===== config.mk =====
export PLATFORM = sky130hd
export DESIGN_NAME = dbg_bkpt_unit
export DESIGN_NICKNAME = d
export VERILOG_FILES = /design/src/rtl/dbg_bkpt_pkg.sv /design/src/rtl/dbg_bkpt_regs.sv /design/src/rtl/dbg_bkpt_match.sv /design/src/rtl/dbg_bkpt_unit.sv
export SDC_FILE = /design/constraint.sdc
export NUM_CORES = 1
export LEC_CHECK = 0
export ABC_AREA = 1
export CORE_MARGIN = 4
export CORE_UTILIZATION = 54
export CTS_CLUSTER_SIZE = 25
export DETAILED_ROUTE_END_ITERATION = 12
export PLACE_DENSITY_LB_ADDON = 0.1
export SYNTH_ARGS = -nofsm -noshare
export SYNTH_HDL_FRONTEND = slang
export SYNTH_SLANG_ARGS = --single-unit

===== constraint.sdc =====
create_clock -name clk -period 2.7 [get_ports clk]
set_clock_uncertainty 0.15 [all_clocks]
set_input_delay 0.27 -clock clk [delete_from_list [all_inputs] [get_ports clk]]
set_output_delay 0.27 -clock clk [all_outputs]
set_load 0.02 [all_outputs]

===== src/rtl/dbg_bkpt_pkg.sv =====
package dbg_bkpt_pkg;

  typedef enum logic [2:0] {
    EV_MWR   = 3'd0,
    EV_MRD   = 3'd1,
    EV_FETCH = 3'd2,
    EV_PIN   = 3'd3,
    EV_POUT  = 3'd4
  } ev_kind_e;

  typedef enum logic [1:0] {
    BP_OFF   = 2'd0,
    BP_FETCH = 2'd1,
    BP_MEM   = 2'd2,
    BP_PORT  = 2'd3
  } bp_class_e;

  localparam logic [2:0] SEL_BASE  = 3'd0;
  localparam logic [2:0] SEL_AMASK = 3'd1;
  localparam logic [2:0] SEL_DMAT  = 3'd2;
  localparam logic [2:0] SEL_DMASK = 3'd3;
  localparam logic [2:0] SEL_CTRL  = 3'd4;
  localparam logic [2:0] SEL_CLASS = 3'd5;

  localparam int CTRL_W = 4;

endpackage


===== src/rtl/dbg_bkpt_regs.sv =====
module dbg_bkpt_regs
  import dbg_bkpt_pkg::*;
#(
  parameter int AW = 32,
  parameter int DW = 32,
  parameter int MW = 12,
  parameter logic [31:0] KEY = 32'h5A3C_96E1,
  localparam int WW = (AW > DW) ? AW : DW
) (
  input  logic              clk,
  input  logic              rst,
  input  logic              cfg_we,
  input  logic [2:0]        cfg_sel,
  input  logic [31:0]       cfg_key,
  input  logic [WW-1:0]     cfg_wdata,
  output logic [AW-1:0]     base,
  output logic [MW-1:0]     amask,
  output logic [DW-1:0]     dmat,
  output logic [DW-1:0]     dmask,
  output logic [CTRL_W-1:0] ctrl,
  output bp_class_e         bclass,
  output logic              key_err
);

  logic key_ok;
  assign key_ok = (cfg_key == KEY);

  always_ff @(posedge clk) begin
    if (rst) begin
      base    <= '0;
      amask   <= '0;
      dmat    <= '0;
      dmask   <= '0;
      ctrl    <= '0;
      bclass  <= BP_OFF;
      key_err <= 1'b0;
    end else if (cfg_we) begin
      if (!key_ok) begin
        key_err <= 1'b1;
      end else begin
        case (cfg_sel)
          SEL_BASE:  base   <= cfg_wdata[AW-1:0];
          SEL_AMASK: amask  <= cfg_wdata[MW-1:0];
          SEL_DMAT:  dmat   <= cfg_wdata[DW-1:0];
          SEL_DMASK: dmask  <= cfg_wdata[DW-1:0];
          SEL_CTRL:  ctrl   <= cfg_wdata[CTRL_W-1:0];
          SEL_CLASS: bclass <= bp_class_e'(cfg_wdata[1:0]);
          default: ;
        endcase
      end
    end
  end

  // the error flag is sticky until reset
  assert_key_sticky_R2: assert property (@(posedge clk) disable iff (rst)
    key_err |=> key_err);

  // a write with a bad key leaves every register as it was
  assert_bad_key_hold_R2: assert property (@(posedge clk) disable iff (rst)
    (cfg_we && cfg_key != KEY) |=> ($stable(base) && $stable(amask) &&
      $stable(dmat) && $stable(dmask) && $stable(ctrl) && $stable(bclass)));

endmodule


===== src/rtl/dbg_bkpt_match.sv =====
module dbg_bkpt_match
  import dbg_bkpt_pkg::*;
#(
  parameter int AW = 32,
  parameter int DW = 32,
  parameter int MW = 12
) (
  input  logic [2:0]        ev_kind,
  input  logic [AW-1:0]     ev_addr,
  input  logic [DW-1:0]     ev_data,
  input  logic [AW-1:0]     base,
  input  logic [MW-1:0]     amask,
  input  logic [DW-1:0]     dmat,
  input  logic [DW-1:0]     dmask,
  input  logic [CTRL_W-1:0] ctrl,
  input  bp_class_e         bclass,
  output logic              addr_eq,
  output logic              hit
);

  logic [AW-1:0] care;

  genvar gi;
  generate
    for (gi = 0; gi < AW; gi++) begin : g_care
      if (gi < MW) begin : g_low
        assign care[gi] = ~amask[gi];
      end else begin : g_high
        assign care[gi] = 1'b1;
      end
    end
  endgenerate

  assign addr_eq = (((ev_addr ^ base) & care) == '0);

  logic dcmp_en, dpass, dcond;
  logic in_ok, out_ok;

  always_comb begin
    dcmp_en = ctrl[1] | ctrl[3];
    dpass   = (((ev_data ^ dmat) & dmask) == '0);
    dcond   = dcmp_en ? (dpass ^ ctrl[0]) : 1'b1;
    in_ok   = ~ctrl[1];
    out_ok  = ~ctrl[3];
    hit     = 1'b0;
    case (bclass)
      BP_FETCH: hit = addr_eq && (ev_kind == EV_FETCH);
      BP_MEM:   hit = addr_eq &&
                      (((ev_kind == EV_MWR) && dcond) ||
                       ((ev_kind == EV_MRD) && !dcmp_en));
      BP_PORT:  hit = addr_eq && dcond &&
                      (((ev_kind == EV_PIN) && in_ok) ||
                       ((ev_kind == EV_POUT) && out_ok));
      default:  hit = 1'b0;
    endcase
  end

endmodule


===== src/rtl/dbg_bkpt_unit.sv =====
module dbg_bkpt_unit
  import dbg_bkpt_pkg::*;
#(
  parameter int AW = 32,
  parameter int DW = 32,
  parameter int MW = 12,
  parameter logic [31:0] KEY = 32'h5A3C_96E1,
  localparam int WW = (AW > DW) ? AW : DW
) (
  input  logic          clk,
  input  logic          rst,
  input  logic          enable,
  input  logic          cfg_we,
  input  logic [2:0]    cfg_sel,
  input  logic [31:0]   cfg_key,
  input  logic [WW-1:0] cfg_wdata,
  input  logic          ev_valid,
  input  logic [2:0]    ev_kind,
  input  logic [AW-1:0] ev_addr,
  input  logic [DW-1:0] ev_data,
  output logic          trap_o,
  output logic          key_err_o
);

  logic [AW-1:0]     base;
  logic [MW-1:0]     amask;
  logic [DW-1:0]     dmat, dmask;
  logic [CTRL_W-1:0] ctrl;
  bp_class_e         bclass;
  logic              addr_eq, hit;

  dbg_bkpt_regs #(.AW(AW), .DW(DW), .MW(MW), .KEY(KEY)) u_regs (
    .clk(clk), .rst(rst), .cfg_we(cfg_we), .cfg_sel(cfg_sel),
    .cfg_key(cfg_key), .cfg_wdata(cfg_wdata), .base(base), .amask(amask),
    .dmat(dmat), .dmask(dmask), .ctrl(ctrl), .bclass(bclass),
    .key_err(key_err_o)
  );

  dbg_bkpt_match #(.AW(AW), .DW(DW), .MW(MW)) u_match (
    .ev_kind(ev_kind), .ev_addr(ev_addr), .ev_data(ev_data), .base(base),
    .amask(amask), .dmat(dmat), .dmask(dmask), .ctrl(ctrl),
    .bclass(bclass), .addr_eq(addr_eq), .hit(hit)
  );

  always_ff @(posedge clk) begin
    if (rst) trap_o <= 1'b0;
    else     trap_o <= enable && ev_valid && hit;
  end

  // a trap always follows a valid event seen while enabled
  assert_trap_after_event_R9: assert property (@(posedge clk) disable iff (rst)
    trap_o |-> $past(ev_valid && enable));

  // no trap in the cycle after enable was low
  assert_disabled_quiet_R9: assert property (@(posedge clk) disable iff (rst)
    !enable |=> !trap_o);

  // a breakpoint of class off never traps
  assert_class_off_R4: assert property (@(posedge clk) disable iff (rst)
    (bclass == BP_OFF) |=> !trap_o);

  // address bits above the mask are always compared
  assert_upper_exact_R3: assert property (@(posedge clk) disable iff (rst)
    trap_o |-> ($past(ev_addr[AW-1:MW]) == $past(base[AW-1:MW])));

  // a fetch in range under a fetch breakpoint always traps
  assert_fetch_addr_only_R8: assert property (@(posedge clk) disable iff (rst)
    (ev_valid && enable && bclass == BP_FETCH && ev_kind == EV_FETCH && addr_eq)
      |=> trap_o);

  // an inverted compare with a zero data mask never fires
  assert_inv_zero_mask_R6: assert property (@(posedge clk) disable iff (rst)
    (ev_valid && bclass == BP_PORT && ctrl[0] && (ctrl[1] || ctrl[3]) &&
     dmask == '0) |=> !trap_o);

endmodule


==> run metrics, run 1 <==
Root Buffer=clkbuf_8; Synth Area in Simple Gates=0.339; First-pass DRT Iterations=6; Die Span Y=111 um; post-DR vias/cell=roughly 5.5; TNS Setup=0 ns; fin util=0.751; worst hold path class=input pin to flip-flop; # IOs=141; Power Density=approximately 560 nW/um^2; WL/cell=roughly 15 um; area share of fa/ha/maj cells after synthesis=0.00660; largest net degree at the start of global routing=between 100 and 150; TritonCTS clock tree=built; die footprint=roughly 12000 um^2; crit path launch type=input pin; 1st-iter DRT viols=about 550; Chip Width=around 110 um; initial core utilization=0.553; period utilisation layout=0.725; EDFF count, synth=0; Clk pin slew, worst setup/hold paths=roughly 0.060 ns; RSZ-0062 raised after global routing=false; CP Data Arrival Time=between 2 and 2.5 ns; setup bufs post-CTS=0; dpl hpwl=roughly 11000 um; vias in the first global route=a little under 6000; Tot Pwr=approximately 4.3 mW; post-synthesis xor/xnor area fraction=0.0308; CORE AREA=~10000 um^2; Area Overhead vs Synth=35.6%; Top FF cell, synth=dfxtp_1; CP peak stage delay=0.45 ns; RR Startpoint=u_regs.dmat[13]; share of cells above drive strength 1=0.0622; post-synthesis compound-gate area fraction=0.119; ys async rst share=0; synth cell count leaders=nand2_1, nand3_1, dfxtp_1, a21oi_1, inv_1; residual DRC count=0; final wirelength=16700 um; global-route wire length before repair=about 28000 um; top-area cell type share of the netlist area=0.405; synthesized area per cell=a little under 7 um^2; Synth Instances=826; NetSw=around 0.93 mW; Setup-failing EPs final=0; CTS Sinks=approximately 120; Leak=~2.8 nW; Final nets=about 1100; post-synthesis cell type count=31; required time of the worst setup path=a little under 3 ns; synth top area cells=dfxtp_1, nand2_1, nand3_1; combinational power share=0.086; worst-path cell chain=clkdlybuf4s50_1, inv_1, nor4_1, nand2_1, nor2_1, and2_4, buf_4, nand2_1, nand2_1, a21oi_1; status=finished, final reports clean; Synthesized Nets=roughly 970; worst-case clock buffer depth=2; worst-path maximum fanout=13; #FFs+latches synth=115; max_slew headroom=0.648; worst skew pair latency=0.52 ns; hold_ws=around 0.18 ns; top-count cell post-synth=nand2_1; kind of end point of the critical path=flip-flop; Num CTS Buffers=17; Tot GR Track Use=0.273; Sw Ratio=0.217; Flop pwr share=0.396; synth warn=0; hold buffer count at CTS=0; Worst-Margin Slew=0.528 ns; Slowest-stage cell, CP=clkdlybuf4s50_1; top cell type by total area after synthesis=dfxtp_1; Final Wtd Congestion=around 0.87; global route total overflow=0; Most Frequent Cell on Critical Path=nand2_1; antenna viol nets, final=0; beginning of the critical path=cfg_key[9]; synthesized area=5690 um^2; IO Port Bufs=140; Seq/Total Area, Yosys=0.405; Fmax=0.511 GHz; Clock power frac=0.518; post-synthesis mux area share=0; H-Tree Level Count=4; final hold violation count=0; antenna diode instance count=0; CTS resizes=0; combinational family with the most area after synthesis=simple AND/OR/NAND/NOR gates; critical path class=input pin to flip-flop; worst vdd ir=a little under 0.0004 V; Final Slew Violations=0; initial antenna violation count=0; Int Pwr=3.36 mW; vias post-DR=6007; hold_sp=rst; Min Clock Period, post-route=between 1.5 and 2 ns; # Max-Cap Violations=0; cell row count=37
==> cells in the final DEF (no fill, tap or decap), types with 4 or more instances in the layout <==
cell type,n
a21oi_1,114
nor2_1,37
dfxtp_1,115
xor2_1,10
buf_4,10
clkbuf_16,16
nand3_1,143
inv_1,71
nand2_1,224
nor4_1,8
clkinv_2,5
or2_2,7
buf_12,4
nor3_1,6
clkdlybuf4s50_1,139
nand4_1,6
xnor2_1,10
o21ai_0,7
==> critical path: cells and delay by family <==
family / cells / cell delay [ns]
buffers and inverters: 3 / 0.70
and+or+nand+nor: 6 / 1.15
AOI/OAI and AO/OA: 1 / 0.07
==> state kept, by name, summed over array words and instances, names as in the netlist <==
register / cells
trap_o: 1
u_regs.dmat: 32
u_regs.base: 32
u_regs.key_err: 1
u_regs.bclass: 2
u_regs.dmask: 32
u_regs.ctrl: 3
u_regs.amask: 12
==> worst paths after layout <==
path / endpoint / cells after the start / slack (ns)
worst min register to register: u_regs.dmask[22] / 2 / 0.31
worst max register to register: trap_o / 10 / 0.94
worst max-delay path: u_regs.amask[0] / 10 / 0.74
worst min-delay path: u_regs.dmat[14] / 3 / 0.18
==> metal layers <==
layer,global-route usage,share of wire,up-vias
met5,0,0,-
met4,0.0846,0.017,0
met3,0.0751,0.087,29
met2,0.453,0.47,310
met1,0.346,0.42,2704
li1,-,-,2964
==> logic make-up after synthesis <==
family,Yosys count
simple gates,438
compound gates,130
buf+inv,120
flops,115
xor+xnor,20
fa+ha+maj,3
==> metrics by stage <==
stage,area (um^2),std cells,setup WS [ns]
floorplan,5690,826,1.06
global placement,7130,1069,0.317
CTS,7710,1101,0.753
finish,7710,1101,0.742
detailed placement,7130,1069,0.218
global route,7710,1101,0.591
==> area by class of cell <==
cell class	count	area [um^2]
clock buffers	22	453
clock inverters	10	131
fillers	783	2560
inverters	74	278
multi-input cells	591	2830
flip-flops and latches	115	2300
well taps	136	170
repair buffers	153	1550
==> power groups by stage <==
stage               clock network (mW)  registers (mW)  logic, mW
global placement                     0            1.74      0.361
floorplan                            0            1.74     0.0926
detailed placement                   0            1.74      0.366
global route                      2.32            1.70      0.396
finish                            2.22            1.70      0.371
CTS                               2.24            1.70      0.369
Power figures use the tool's default switching activity.
==> inputs of run 2 (changes only) <==
Settings changed: CORE_UTILIZATION 54 to 50.
Clock period 2.7 ns to 1.9 ns, I/O delays scaled along.
==> run metrics, run 2 (synthesis gave the netlist of run 1 again) <==
combinational power share=0.085 (about the same); NetSw=1.38 mW (+48%); post-DR vias/cell=5.40 (-1.0%); Tot GR Track Use=0.259 (-0.0139); Chip Width=115 um (+3.6%); Min Clock Period, post-route=between 1.5 and 2 ns; die footprint=13100 um^2 (+7.4%); worst skew pair latency=0.41 ns (-0.11 ns); kind of end point of the critical path=flip-flop; Root Buffer=clkbuf_16; final wirelength=16800 um (+0.85%); initial core utilization=0.518 (-0.0356); status=finished, final reports clean; critical path class=flip-flop to flip-flop; 1st-iter DRT viols=471 (-15%); final hold violation count=0 (unchanged); Power Density=791 nW/um^2 (+42%); Final Wtd Congestion=0.881 (+1.4%); share of cells above drive strength 1=0.0809 (+0.0187); antenna viol nets, final=0 (unchanged); vias post-DR=6031 (+0.40%); global-route wire length before repair=27300 um (-1.1%); # IOs=141 (unchanged); Worst-Margin Slew=0.516 ns (-0.0119 ns); Die Span Y=115 um (+3.6%); antenna diode instance count=0 (unchanged); Detail Route met3 WL=1180 um (-19%); Clk pin slew, worst setup/hold paths=0.06 ns (about the same); # Max-Cap Violations=0 (unchanged); initial antenna violation count=0 (unchanged); Tot Pwr=6.30 mW (+47%); First-pass DRT Iterations=5 (-1); Fmax=0.573 GHz; commonest non-fill, non-tap cells in the layout=nand2_1, nand3_1, clkdlybuf4s50_1, dfxtp_1, a21oi_1; worst-case clock buffer depth=2 (unchanged); Flop pwr share=0.383 (-0.013); worst vdd ir=0.000555 V (+44%); largest net degree at the start of global routing=115 (unchanged); worst-path maximum fanout=3 (-10); IO Port Bufs=140 (unchanged); commonest non-fill, non-tap cell in the layout=nand2_1; WL met1=7110 um (+0.68%); Sw Ratio=0.218 (+0.000961); Final nets=1106 (+1.1%); cell row count=38 (+2.7%); Area Overhead vs Synth=40.2%; H-Tree Level Count=4 (unchanged); global route total overflow=0 (unchanged); met2 WL=8210 um (+4.2%); max_slew headroom=0.656 (+0.00792); residual DRC count=0 (unchanged); Leak=2.92 nW (+3.6%); RSZ-0062 raised after global routing=false; Clock power frac=0.532 (+0.014); hold buffer count at CTS=0 (unchanged); Final Slew Violations=0 (unchanged); CP Data Arrival Time=1.94 ns (-0.25 ns); Finished Layout Cells=1117 (+1.5%); Setup-failing EPs final=0 (unchanged); TritonCTS clock tree=built; crit path launch type=flip-flop; CORE AREA=11000 um^2 (+6.9%); dpl hpwl=11600 um (+0.70%); required time of the worst setup path=2.09 ns (-0.84 ns); Int Pwr=4.93 mW (+47%); number of cells after detailed placement=1085 (+1.5%); Num CTS Buffers=17 (unchanged); period utilisation layout=0.919; WL/cell=15.1 um (-0.59%); vias in the first global route=5861 (+1.0%); Largest regs=u_regs.base (32), u_regs.dmask (32), u_regs.dmat (32); Highest Signal Layer=met4; CTS Sinks=115 (unchanged); worst hold path class=input pin to flip-flop
run 2: cell types whose count changed in the layout (fill, tap and decap cells not counted):
cell	before	now
inv_6	0	1
clkbuf_16	16	17
nor4_2	0	3
nor3_1	6	5
buf_6	0	1
clkinv_2	5	1
buf_12	4	11
nor4_1	8	5
clkbuf_1	3	0
buf_4	10	14
nor3_2	1	2
clkinvlp_4	1	5
clkbuf_8	3	4
run 2: cell type report:
cell class                 instances  area, um^2
multi-input combinational        591        2860
clock buffer                      21         480
timing repair buffer             165        1730
fill                             922        3010
inverter                          74         278
clock inverter                    11         150
sequential                       115        2300
tap                              140         175
run 2: worst paths after layout:
path,cells after the start,to,slack (ns),from
min,3,u_regs.dmat[26],0.19,rst
max,9,trap_o,0.15,u_regs.bclass[0]
min reg2reg,2,u_regs.amask[8],0.31,u_regs.amask[8]
max reg2reg,9,trap_o,0.15,u_regs.bclass[0]
run 2: through the flow:
stage	setup TNS (ns)	utilization	instance area, um^2	hold WS, ns	setup slack [ns]
final	0	0.726	7970	0.192	0.155
after global routing	0	0.726	7970	0.219	0.00416
after CTS	0	0.723	7940	0.195	0.128
after detailed placement	-23.98	0.666	7310	0.302	-0.288
after global placement	-22.05	0.666	7310	0.296	-0.231
after floorplan	0	-	5690	0.204	0.340
run 2: routing by layer:
metal / vias to the layer above / GRT usage
li1: 2990 / -
met1: 2801 / 0.330
met2: 208 / 0.431
met3: 32 / 0.0560
met4: 0 / 0.0966
met5: - / 0
run 2: critical path, stage by stage (launching register included):
cell and delay, ns:
dfxtp_1 0.36, inv_1 0.08, ha_1 0.20, nor2_1 0.10
nand4_1 0.16, nor3_2 0.16, nand2_1 0.07, nor2_1 0.16
nand2_1 0.11, a21oi_1 0.12
run 2: timing repair:
action / 4_1_cts / 5_1_grt
endpoints found under the setup margin: 0 / 17
resized for setup: 0 / 5
buffers inserted: 0 / 0
run 2: power groups by stage:
stage | combinational [mW] | clock [mW] | sequential, mW
3_3_place_gp | 0.518 | 0 | 2.47
4_1_cts | 0.529 | 3.38 | 2.41
5_1_grt | 0.571 | 3.51 | 2.41
2_1_floorplan | 0.132 | 0 | 2.47
3_5_place_dp | 0.526 | 0 | 2.47
6_report | 0.536 | 3.35 | 2.42
